<file path="config.mk">
export PLATFORM = sky130hd
export DESIGN_NAME = cfg_mgr_regs
export DESIGN_NICKNAME = d
export VERILOG_FILES = /design/src/rtl/cfg_mgr_regs.sv
export SDC_FILE = /design/constraint.sdc
export NUM_CORES = 1
export LEC_CHECK = 0
export BUFFER_PORTS_ARGS = -buffer_cell sky130_fd_sc_hd__buf_2
export CORE_AREA = 3 3 108 110
export CTS_CLUSTER_SIZE = 30
export DETAILED_ROUTE_END_ITERATION = 7
export DIE_AREA = 0 0 111 113
export GPL_TIMING_DRIVEN = 0
export PLACE_DENSITY = 0.6
export SETUP_SLACK_MARGIN = 0.05
export SLEW_MARGIN = 15
export SYNTH_ARGS = -nofsm -noshare
export SYNTH_HDL_FRONTEND = slang
export SYNTH_SLANG_ARGS = --single-unit
export TNS_END_PERCENT = 5
</file>
<file path="constraint.sdc">
create_clock -name clk -period 2.6 [get_ports clk]
set_input_delay 0.39 -clock clk [delete_from_list [all_inputs] [get_ports clk]]
set_output_delay 0.39 -clock clk [all_outputs]
set_load 0.005 [all_outputs]
</file>
<file path="src/rtl/cfg_mgr_regs.sv">
`timescale 1ns/1ps
module cfg_mgr_regs #(
  parameter int AW = 12,
  parameter int CW = 32
) (
  input  logic          clk,
  input  logic          rst_n,
  input  logic          bus_we,
  input  logic [AW-1:0] bus_addr,
  input  logic [31:0]   bus_wdata,
  output logic [31:0]   bus_rdata,
  input  logic [4:0]    msel,
  input  logic [2:0]    fab_phase,
  input  logic          mon_nstatus,
  input  logic          mon_conf_done,
  input  logic          mon_init_done,
  input  logic          mon_crc_err,
  output logic          cm_enable,
  output logic          cm_nce,
  output logic          cm_nconfig_pull,
  output logic [1:0]    cm_ratio,
  output logic          cm_data_en,
  output logic          cm_wide,
  output logic [1:0]    msel_ratio,
  output logic          msel_wide,
  output logic          dclk_out,
  output logic          dclk_done,
  output logic          cfg_ok,
  output logic          cfg_err,
  output logic [3:0]    mon_irq
);
  localparam logic [AW-1:0] A_STAT  = AW'(12'h000);
  localparam logic [AW-1:0] A_CTRL  = AW'(12'h004);
  localparam logic [AW-1:0] A_CNT   = AW'(12'h008);
  localparam logic [AW-1:0] A_DSTAT = AW'(12'h00C);
  localparam logic [AW-1:0] A_EOI   = AW'(12'h84C);
  localparam logic [AW-1:0] A_MON   = AW'(12'h850);
  localparam logic [9:0]    CTRL_MASK = 10'h3C7;

  logic [9:0]    ctrl_q;
  logic [CW-1:0] cnt;
  logic [2:0]    phase_q;
  logic [3:0]    mon_q;
  logic          primed;
  logic [3:0]    mon_now;
  logic [3:0]    msel_m;

  assign mon_now = {mon_crc_err, mon_init_done, mon_conf_done, mon_nstatus};

  wire we_ctrl  = bus_we && bus_addr == A_CTRL;
  wire we_cnt   = bus_we && bus_addr == A_CNT;
  wire we_dstat = bus_we && bus_addr == A_DSTAT;
  wire we_eoi   = bus_we && bus_addr == A_EOI;
  wire hit      = bus_addr == A_STAT || bus_addr == A_CTRL || bus_addr == A_CNT ||
                  bus_addr == A_DSTAT || bus_addr == A_EOI || bus_addr == A_MON;

  assign msel_m    = msel[3:0] & 4'hB;
  assign msel_wide = msel[3];
  always_comb begin
    case (msel_m)
      4'hA:       msel_ratio = 2'd3;
      4'h2, 4'h9: msel_ratio = 2'd2;
      4'h1:       msel_ratio = 2'd1;
      default:    msel_ratio = 2'd0;
    endcase
  end

  always_ff @(posedge clk) begin
    if (!rst_n) begin
      ctrl_q    <= '0;
      cnt       <= '0;
      dclk_done <= 1'b0;
      phase_q   <= '0;
      mon_q     <= '0;
      primed    <= 1'b0;
      mon_irq   <= '0;
    end else begin
      phase_q <= (fab_phase > 3'd5) ? 3'd5 : fab_phase;
      mon_q   <= mon_now;
      primed  <= 1'b1;
      if (we_ctrl) ctrl_q <= bus_wdata[9:0] & CTRL_MASK;
      if (we_cnt) cnt <= bus_wdata[CW-1:0];
      else if (cnt != '0) cnt <= cnt - 1'b1;
      if (!we_cnt && cnt == CW'(1)) dclk_done <= 1'b1;
      else if (we_dstat && bus_wdata[0]) dclk_done <= 1'b0;
      mon_irq <= (mon_irq & ~(we_eoi ? bus_wdata[3:0] : 4'h0)) |
                 (primed ? (mon_now ^ mon_q) : 4'h0);
    end
  end

  assign dclk_out        = cnt != '0;
  assign cm_enable       = ctrl_q[0];
  assign cm_nce          = ctrl_q[1];
  assign cm_nconfig_pull = ctrl_q[2];
  assign cm_ratio        = ctrl_q[7:6];
  assign cm_data_en      = ctrl_q[8];
  assign cm_wide         = ctrl_q[9];
  assign cfg_ok          = mon_nstatus && mon_conf_done;
  assign cfg_err         = !mon_nstatus && !mon_conf_done;

  always_comb begin
    case (bus_addr)
      A_STAT:  bus_rdata = {24'b0, msel, phase_q};
      A_CTRL:  bus_rdata = {22'b0, ctrl_q};
      A_CNT:   bus_rdata = 32'(cnt);
      A_DSTAT: bus_rdata = {31'b0, dclk_done};
      A_MON:   bus_rdata = {28'b0, mon_now};
      default: bus_rdata = 32'b0;
    endcase
  end

  a_r2_phase_range: assert property (@(posedge clk) disable iff (!rst_n)
    phase_q <= 3'd5);
  a_r5_burst_starts: assert property (@(posedge clk) disable iff (!rst_n)
    (we_cnt && bus_wdata[CW-1:0] != '0) |=> dclk_out);
  a_r6_done_after_pulse: assert property (@(posedge clk) disable iff (!rst_n)
    $rose(dclk_done) |-> $past(dclk_out));
  a_r7_restart_load: assert property (@(posedge clk) disable iff (!rst_n)
    we_cnt |=> cnt == $past(bus_wdata[CW-1:0]));
  a_r9_eoi_clear: assert property (@(posedge clk) disable iff (!rst_n)
    (we_eoi && bus_wdata[3:0] == 4'hF && mon_now == mon_q) |=> mon_irq == 4'h0);
  a_r10_undef_write: assert property (@(posedge clk) disable iff (!rst_n)
    (bus_we && !hit) |=> $stable(ctrl_q));
endmodule

</file>
; Word-level counts from Yosys, hierarchy flattened
; Index checks and enable logic that the tools add are counted.
[op_classes]
n_addsub = 1
magnitude_cmp = 1
n_eq_ne = 10
muxes = 10
bitwise = 5
reduce_logical = 17
[op_table]
columns = operator, count
row1 = $pmux W32 S5, 1
row2 = $mux W32, 2
row3 = $eq A32 B1 Y1 const B, 1
row4 = $reduce_bool A32 Y1, 1
row5 = $sub A32 B1 Y32 const B, 1
row6 = $eq A12 B12 Y1 const B, 2
row7 = $eq A12 B4 Y1 const B, 2
row8 = $eq A12 B3 Y1 const B, 1
row9 = $logic_not A12 Y1, 1
row10 = $logic_and A1 B1 Y1, 8
row11 = $mux W4, 2
row12 = $eq A3 B3 Y1 const B, 2
row13 = $pmux W2 S3, 1
row14 = $and A4 B4 Y4, 1
row15 = $not A4 Y4, 1
row16 = $or A4 B4 Y4, 1
row17 = $reduce_bool A2 Y1, 2
row18 = $reduce_or A2 Y1, 2
row19 = $xor A4 B4 Y4, 1
row20 = $eq A3 B1 Y1 const B, 1
row21 = $eq A3 B2 Y1 const B, 1
row22 = $gt A3 B3 Y1 const B, 1
row23 = $logic_not A1 Y1, 3
row24 = $mux W1, 3
row25 = 2 further kinds, 2
[word_totals]
ff_bits = 52
in_bits = 59
output_inout_bits = 50
word_cells = 52

; Longest topological paths before layout
; Gate-level depths: netlist of run 1.
[depth]
word_depth = 6
mapped_depth = 9

; Least setup slack after synthesis of run 1
; OpenSTA, ideal clock, no wires.
[synth_path]
path_type = input -> output
start = in bus_addr[7]
end = out bus_rdata[0]
arrival_ns = 1.943
required_time_ns = 2.210
slack_ns = 0.267
path_stages = 5
path_buffers = 0
path_cell_list = or4_4 or3_1 nor3b_2 a22oi_1 nand2_1
[synth_via]
elab_chain_len = 2
word_cells_on_any_way = 6
cone_classes = eq/ne: 4 / mux: 1 / reduce/logical: 1
[synth_lines]
columns = element, line
row1 = from (decl), 9  ; input logic [AW-1:0] bus_addr,
row2 = $eq A12 B12 Y1 (tied with other cells), 102  ; case (bus_addr)
row3 = $pmux W32 S5 *, 102
row4 = to (decl), 11  ; output logic [31:0] bus_rdata,
; Every way passes the cells marked *; elsewhere a longest branch is shown, timed or not.

; Final worst setup path of run 1
; Ends and elaborated chain as after synthesis.

==> results.toml, run 1 <==
[floorplanning]
initial_utilization_pct = 29.7
die_x_um = 111
die_y_um = 113
die_area_um2 = 12500
core_um2 = 10800
rows = 38
pin_count = 109

[routing]
drtAntennaViolNets = 0
drt-vias-per-instance = 5.17
dr.pass1.iters = 5
route.final.wire_length_um = 9990
initialDrtViolationCount = 189
post_drt_wl_per_cell_um = 15.6
drc = 0
num_vias = 3305

[clocking]
cts_hold_buf = 0
cts-root-buf = "clkbuf_8"
numCtsBuffers = 5
htreeDepth = 2
cts_sinks = 52
cts_tree = "built"
cts.path.max_buffers = 2
clkTransAtPathRegs_ns = 0.10
clk_latency_ns = 0.31

[global_routing]
grt_pass1_vias = 3156
grt_pass1_wl_um = 15700
grt_use_total_pct = 15.3
antenna_found_initial = 0
grt_max_degree = 18
grt.overflow.total = 0

[finish]
num-nets-final = 561
diodes = 0
syn_to_final_growth_pct = 28.3
fillers = 1128
design_area_um2 = 4120
fin_cells = 639
drive_gt1_share_pct = 36.7

[setup_path]
arrival_ns = 2.16
cp_slowest_stage_delay_ns = 0.57
start_kind = "input pin"
cp.required_ns = 2.21
crit_family = "simple AND/OR/NAND/NOR gates"
critPathCaptureType = "output pin"
worstPathCellList = "buf_6 -> or4_4 -> or3_4 -> nor3b_4 -> buf_12 -> a22oi_1 -> nand2_1 -> buf_2"
cp_max_fo = 8
worst-path-buf-inv = 3
path_class = "in -> out"
crit_slowest_cell = "or4_4"

[sta]
fin_skew_ns = 0.00244
worst_pin_slew_ns = 0.751
finalCritPeriodShare_pct = 97.9
rsz0062_at_grt = "yes"
worst_slack_ns = 0.0547
setup_viol = 0
slew_viol_final = 0
clock.fmax_mhz = 393
period_minus_slack_ns = 2.55
report.final.hold_viol_count = 0
hold_ws_ns = 0.260
max_slew_margin_pct = 49.9

[place]
place_hpwl_um = 7970
gp_congestion = 0.862
pre_cts_slack_ns = -0.218
portBuffers = 107
dp_cells = 629
dpl_cell_area_um2 = 3920

[synthesis]
yosys_warnings = 0
yosysSeqAreaShare_pct = 32.4
synth_area_leader_cell = "dfxtp_1"
ys.flop_type = "dfxtp_1"
synthArstFlopShare_pct = 0
netlist-cell-type-count = 66
synth-seq-cells = 52
syn_inst = 382
syn_nets = 445
syn_area_per_cell_um2 = 8.40
synth_top_cell_area_share_pct = 32.4
yosys-top-cells-area = "dfxtp_1 32%, and3_1 5.1%, nand3_1 4.1%"
synth_edf_count = 0
netlist_area_um2 = 3210

[run]
max_cap_viol_count = 0

[pwr]
leakage_nw = 1.94
power.density_nw_per_um2 = 1030
finalPower_mw = 4.25
vdd_drop_max_uv = 492

[status]
status = "finished clean"

[hold_path]
hold_path.class = "in -> reg"
-- final timing paths --
| path | from | end | slack (ns) | depth (start not counted) |
|---|---|---|---|---|
| setup reg to reg | cnt[26] | cnt[25] | 0.44 | 6 |
| hold reg to reg | dclk_done | dclk_done | 0.47 | 2 |
| setup / recovery | bus_addr[7] | bus_rdata[0] | 0.05 | 8 |
| hold / removal | fab_phase[2] | phase_q[1] | 0.26 | 2 |
-- repair_timing --
item | in CTS | in global routing
buffers inserted | 2 | 1
endpoints found under the setup margin | 31 | 21
gates resized for setup | 7 | 9
pin swaps | 6 | 5
hold endpoints to repair | 0 | 0
-- cell families after synthesis --
kind of cell,share of synthesized area [%]
and+or+nand+nor,33.1
buffers and inverters,6.35
muxes,2.57
adders and majority gates,1.56
AOI/OAI and AO/OA,17.7
xor gates and xnor gates,6.27
DFF,32.4
-- cells in the final DEF (no fill, tap or decap), types with 5 or more instances in the layout --
cell type / instances
and2_1: 6
nor4_1: 8
xnor2_1: 12
nor2_1: 20
xor2_1: 11
o21ai_0: 13
or3_1: 5
mux2i_1: 6
buf_2: 109
dfxtp_1: 51
buf_4: 5
a22oi_1: 5
or4_1: 5
nand3_1: 25
o21ai_1: 8
and3_1: 26
a21oi_2: 11
nand2_2: 10
a21oi_1: 14
inv_1: 12
clkbuf_8: 5
nand2_1: 21
nand4_1: 7
nor3_1: 11
clkbuf_1: 9
-- per-layer routing --
layer  global-route usage (%)  vias up  wire length (µm)
li1                         -     1640                 -
met1                     19.0     1561              4450
met2                     27.6       94              4950
met3                     2.46       10               430
met4                     4.02        0               153
met5                        0        -                 0
-- Yosys cell counts (11+ instances only) --
master,number
clkbuf_1,12
nor2_1,20
inv_1,12
a21oi_2,11
nand2_1,21
and3_1,26
nand3_1,26
xnor2_1,12
xor2_1,11
o21ai_0,13
nor3_1,13
a21oi_1,14
dfxtp_1,52
-- registers in the layout (all words and copies together) (netlist names) --
register / flops
cnt: 32
ctrl_q: 7
mon_irq: 4
mon_q: 4
phase_q: 3
dclk_done: 1
primed: 1
-- per-stage QoR --
stage	setup TNS, ns	utilization, %
after floorplan	0	-
after global placement	-4.71	36.3
after detailed placement	-4.61	36.3
after CTS	-0.149	37.6
after global routing	-0.0338	38.2
final	0	38.2
-- cell type report --
class / count / area [µm²] / area share [%]
repair buffers: 110 / 577 / 14.0
inverters: 13 / 62.6 / 1.52
clock buffers: 5 / 68.8 / 1.67
plain buffers: 23 / 154 / 3.74
flip-flops and latches: 52 / 1040 / 25.3
well taps: 140 / 175 / 4.25
clock inverters: 3 / 22.5 / 0.547
multi-input cells: 293 / 2020 / 49.0
-- power by group --
group,switching (mW),leakage [nW],internal [mW]
clock,0.285,0.0485,0.194
combinational,1.33,1.47,1.09
sequential,0.320,0.426,1.03
total,1.94,1.94,2.31
Power figures use the tool's default switching activity.
==> run 2: changes to the inputs <==
--- a/config.mk
+++ b/config.mk
@@ -6,12 +6,12 @@
 export NUM_CORES = 1
 export LEC_CHECK = 0
 export BUFFER_PORTS_ARGS = -buffer_cell sky130_fd_sc_hd__buf_2
-export CORE_AREA = 3 3 108 110
+export CORE_AREA = 3 3 100 102
 export CTS_CLUSTER_SIZE = 30
 export DETAILED_ROUTE_END_ITERATION = 7
-export DIE_AREA = 0 0 111 113
+export DIE_AREA = 0 0 103 105
 export GPL_TIMING_DRIVEN = 0
-export PLACE_DENSITY = 0.6
+export PLACE_DENSITY = 0.66
 export SETUP_SLACK_MARGIN = 0.05
 export SLEW_MARGIN = 15
 export SYNTH_ARGS = -nofsm -noshare
==> results.toml, run 2 (synthesis gave the netlist of run 1 again) <==
[setup_path]
cp_max_fo = 8
arrival_ns = 2.13
rr_endpoint = "cnt[23]"
cp_slowest_stage_delay_ns = 0.57
crit_top_cell = "buf_2"
crit_slowest_cell = "or4_4"
path_class = "in -> out"
r2r_cells = 7
r2r_slack_ns = 0.45
critPathCaptureType = "output pin"
cp.required_ns = 2.21
rr_startpoint = "cnt[2]"
start_kind = "input pin"
worstPathCellList = "buf_2 -> or4_4 -> or3_4 -> nor3b_4 -> buf_12 -> a22oi_1 -> nand2_1 -> buf_2"

[finish]
drive_gt1_share_pct = 37.3
largestRegisters = "cnt (32), ctrl_q (7)"
largest_register = "cnt"
largest_reg_flops = 32
diodes = 0
num-nets-final = 564
final_cell_mix = "109 x buf_2, 52 x dfxtp_1, 26 x and3_1"
syn_to_final_growth_pct = 28.4
final_common_cell = "buf_2"

[routing]
drtAntennaViolNets = 0
dr.pass1.iters = 5
num_vias = 3286
post_drt_wl_per_cell_um = 16.0
initialDrtViolationCount = 141
route.final.wire_length_um = 9790
drc = 0
drt-vias-per-instance = 5.36

[sta]
hold_ws_ns = 0.259
fin_skew_ns = 0.0101
setup_viol = 0
worst_pin_slew_ns = 0.744
clock.fmax_mhz = 396
setup_tns_ns = 0
period_minus_slack_ns = 2.52
slew_viol_final = 0
worst_slack_ns = 0.0757
report.final.hold_viol_count = 0
rsz0062_at_grt = "yes"
finalCritPeriodShare_pct = 97.1
max_slew_margin_pct = 50.4

[floorplanning]
initial_utilization_pct = 34.9
rows = 35
core_um2 = 9200
die_y_um = 105
die_area_um2 = 10800
pin_count = 109
die_x_um = 103

[pwr]
leakage_nw = 1.96
vdd_drop_max_uv = 389
power.density_nw_per_um2 = 1040
finalPower_mw = 4.28

[place]
place_hpwl_um = 7580
pre_cts_slack_ns = -0.219
portBuffers = 107
gp_congestion = 0.874

[clocking]
clk_latency_ns = 0.31
clkTransAtPathRegs_ns = 0.11
cts.path.max_buffers = 2
cts_sinks = 52
numCtsBuffers = 5
htreeDepth = 2
cts_hold_buf = 0
cts-root-buf = "clkbuf_8"
cts_tree = "built"

[hold_path]
min_from = "fab_phase[2]"
hold_path.class = "in -> reg"
min_to = "phase_q[1]"
holdPathStages = 2

[global_routing]
grtUsageMet3_pct = 3.40
antenna_found_initial = 0
grt.overflow.total = 0
grt_use_met1_pct = 23.2
met2_usage_pct = 30.4
grt_max_degree = 19
grt_use_total_pct = 17.9
grt_pass1_wl_um = 15600
grt_pass1_vias = 3195
grt.busiest_layer = "met2"

[status]
status = "finished clean"

[run]
max_cap_viol_count = 0
## run 2: critical path, delay by kind of cell
family	cells	cell delay [ns]
and+or+nand+nor	4	1.31
buffers and inverters	3	0.36
AOI/OAI and AO/OA	1	0.08
## run 2: area by class of cell
| cell class | count | area, µm² |
|---|---|---|
| Multi-Input combinational cell | 293 | 2030 |
| Clock inverter | 3 | 26.3 |
| Inverter | 13 | 51.3 |
| Clock buffer | 5 | 68.8 |
| Tap cell | 111 | 139 |
| Sequential cell | 52 | 1040 |
| Fill cell | 972 | 5070 |
| Buffer | 23 | 160 |
| Timing Repair Buffer | 113 | 606 |
## run 2: per-stage QoR
stage                     utilization, %  std cells  area [µm²]
after detailed placement            42.2        600        3880
after global placement              42.2        600        3880
after CTS                           44.2        611        4060
after global routing                44.8        613        4120
final                               44.8        613        4120
after floorplan                        -        382        3210
## run 2: where the power goes
part / total [mW] / internal (mW) / switching, mW / leakage, nW
logic: 2.44 / 1.07 / 1.37 / 1.48
clock network: 0.496 / 0.199 / 0.297 / 0.0491
registers: 1.34 / 1.03 / 0.317 / 0.426
## run 2: worst max path at each step
stage,endpoint,startpoint
floorplan,bus_rdata[0],bus_addr[7]
finish,bus_rdata[0],bus_addr[10]
CTS,bus_rdata[1],bus_addr[7]
detailed placement,bus_rdata[1],bus_addr[7]
global placement,bus_rdata[0],bus_addr[7]
global route,bus_rdata[7],bus_addr[10]
## run 2: metal layers
metal,vias up,wire (µm)
li1,1648,-
met1,1547,4370
met2,85,4840
met3,6,492
met4,0,91
met5,-,0
## run 2: what timing repair did
item                                    CTS  global route
pin swaps                                 3             4
resized for setup                         9            11
cloned                                    0             1
setup buffers                             4             1
endpoints found under the setup margin   31            20
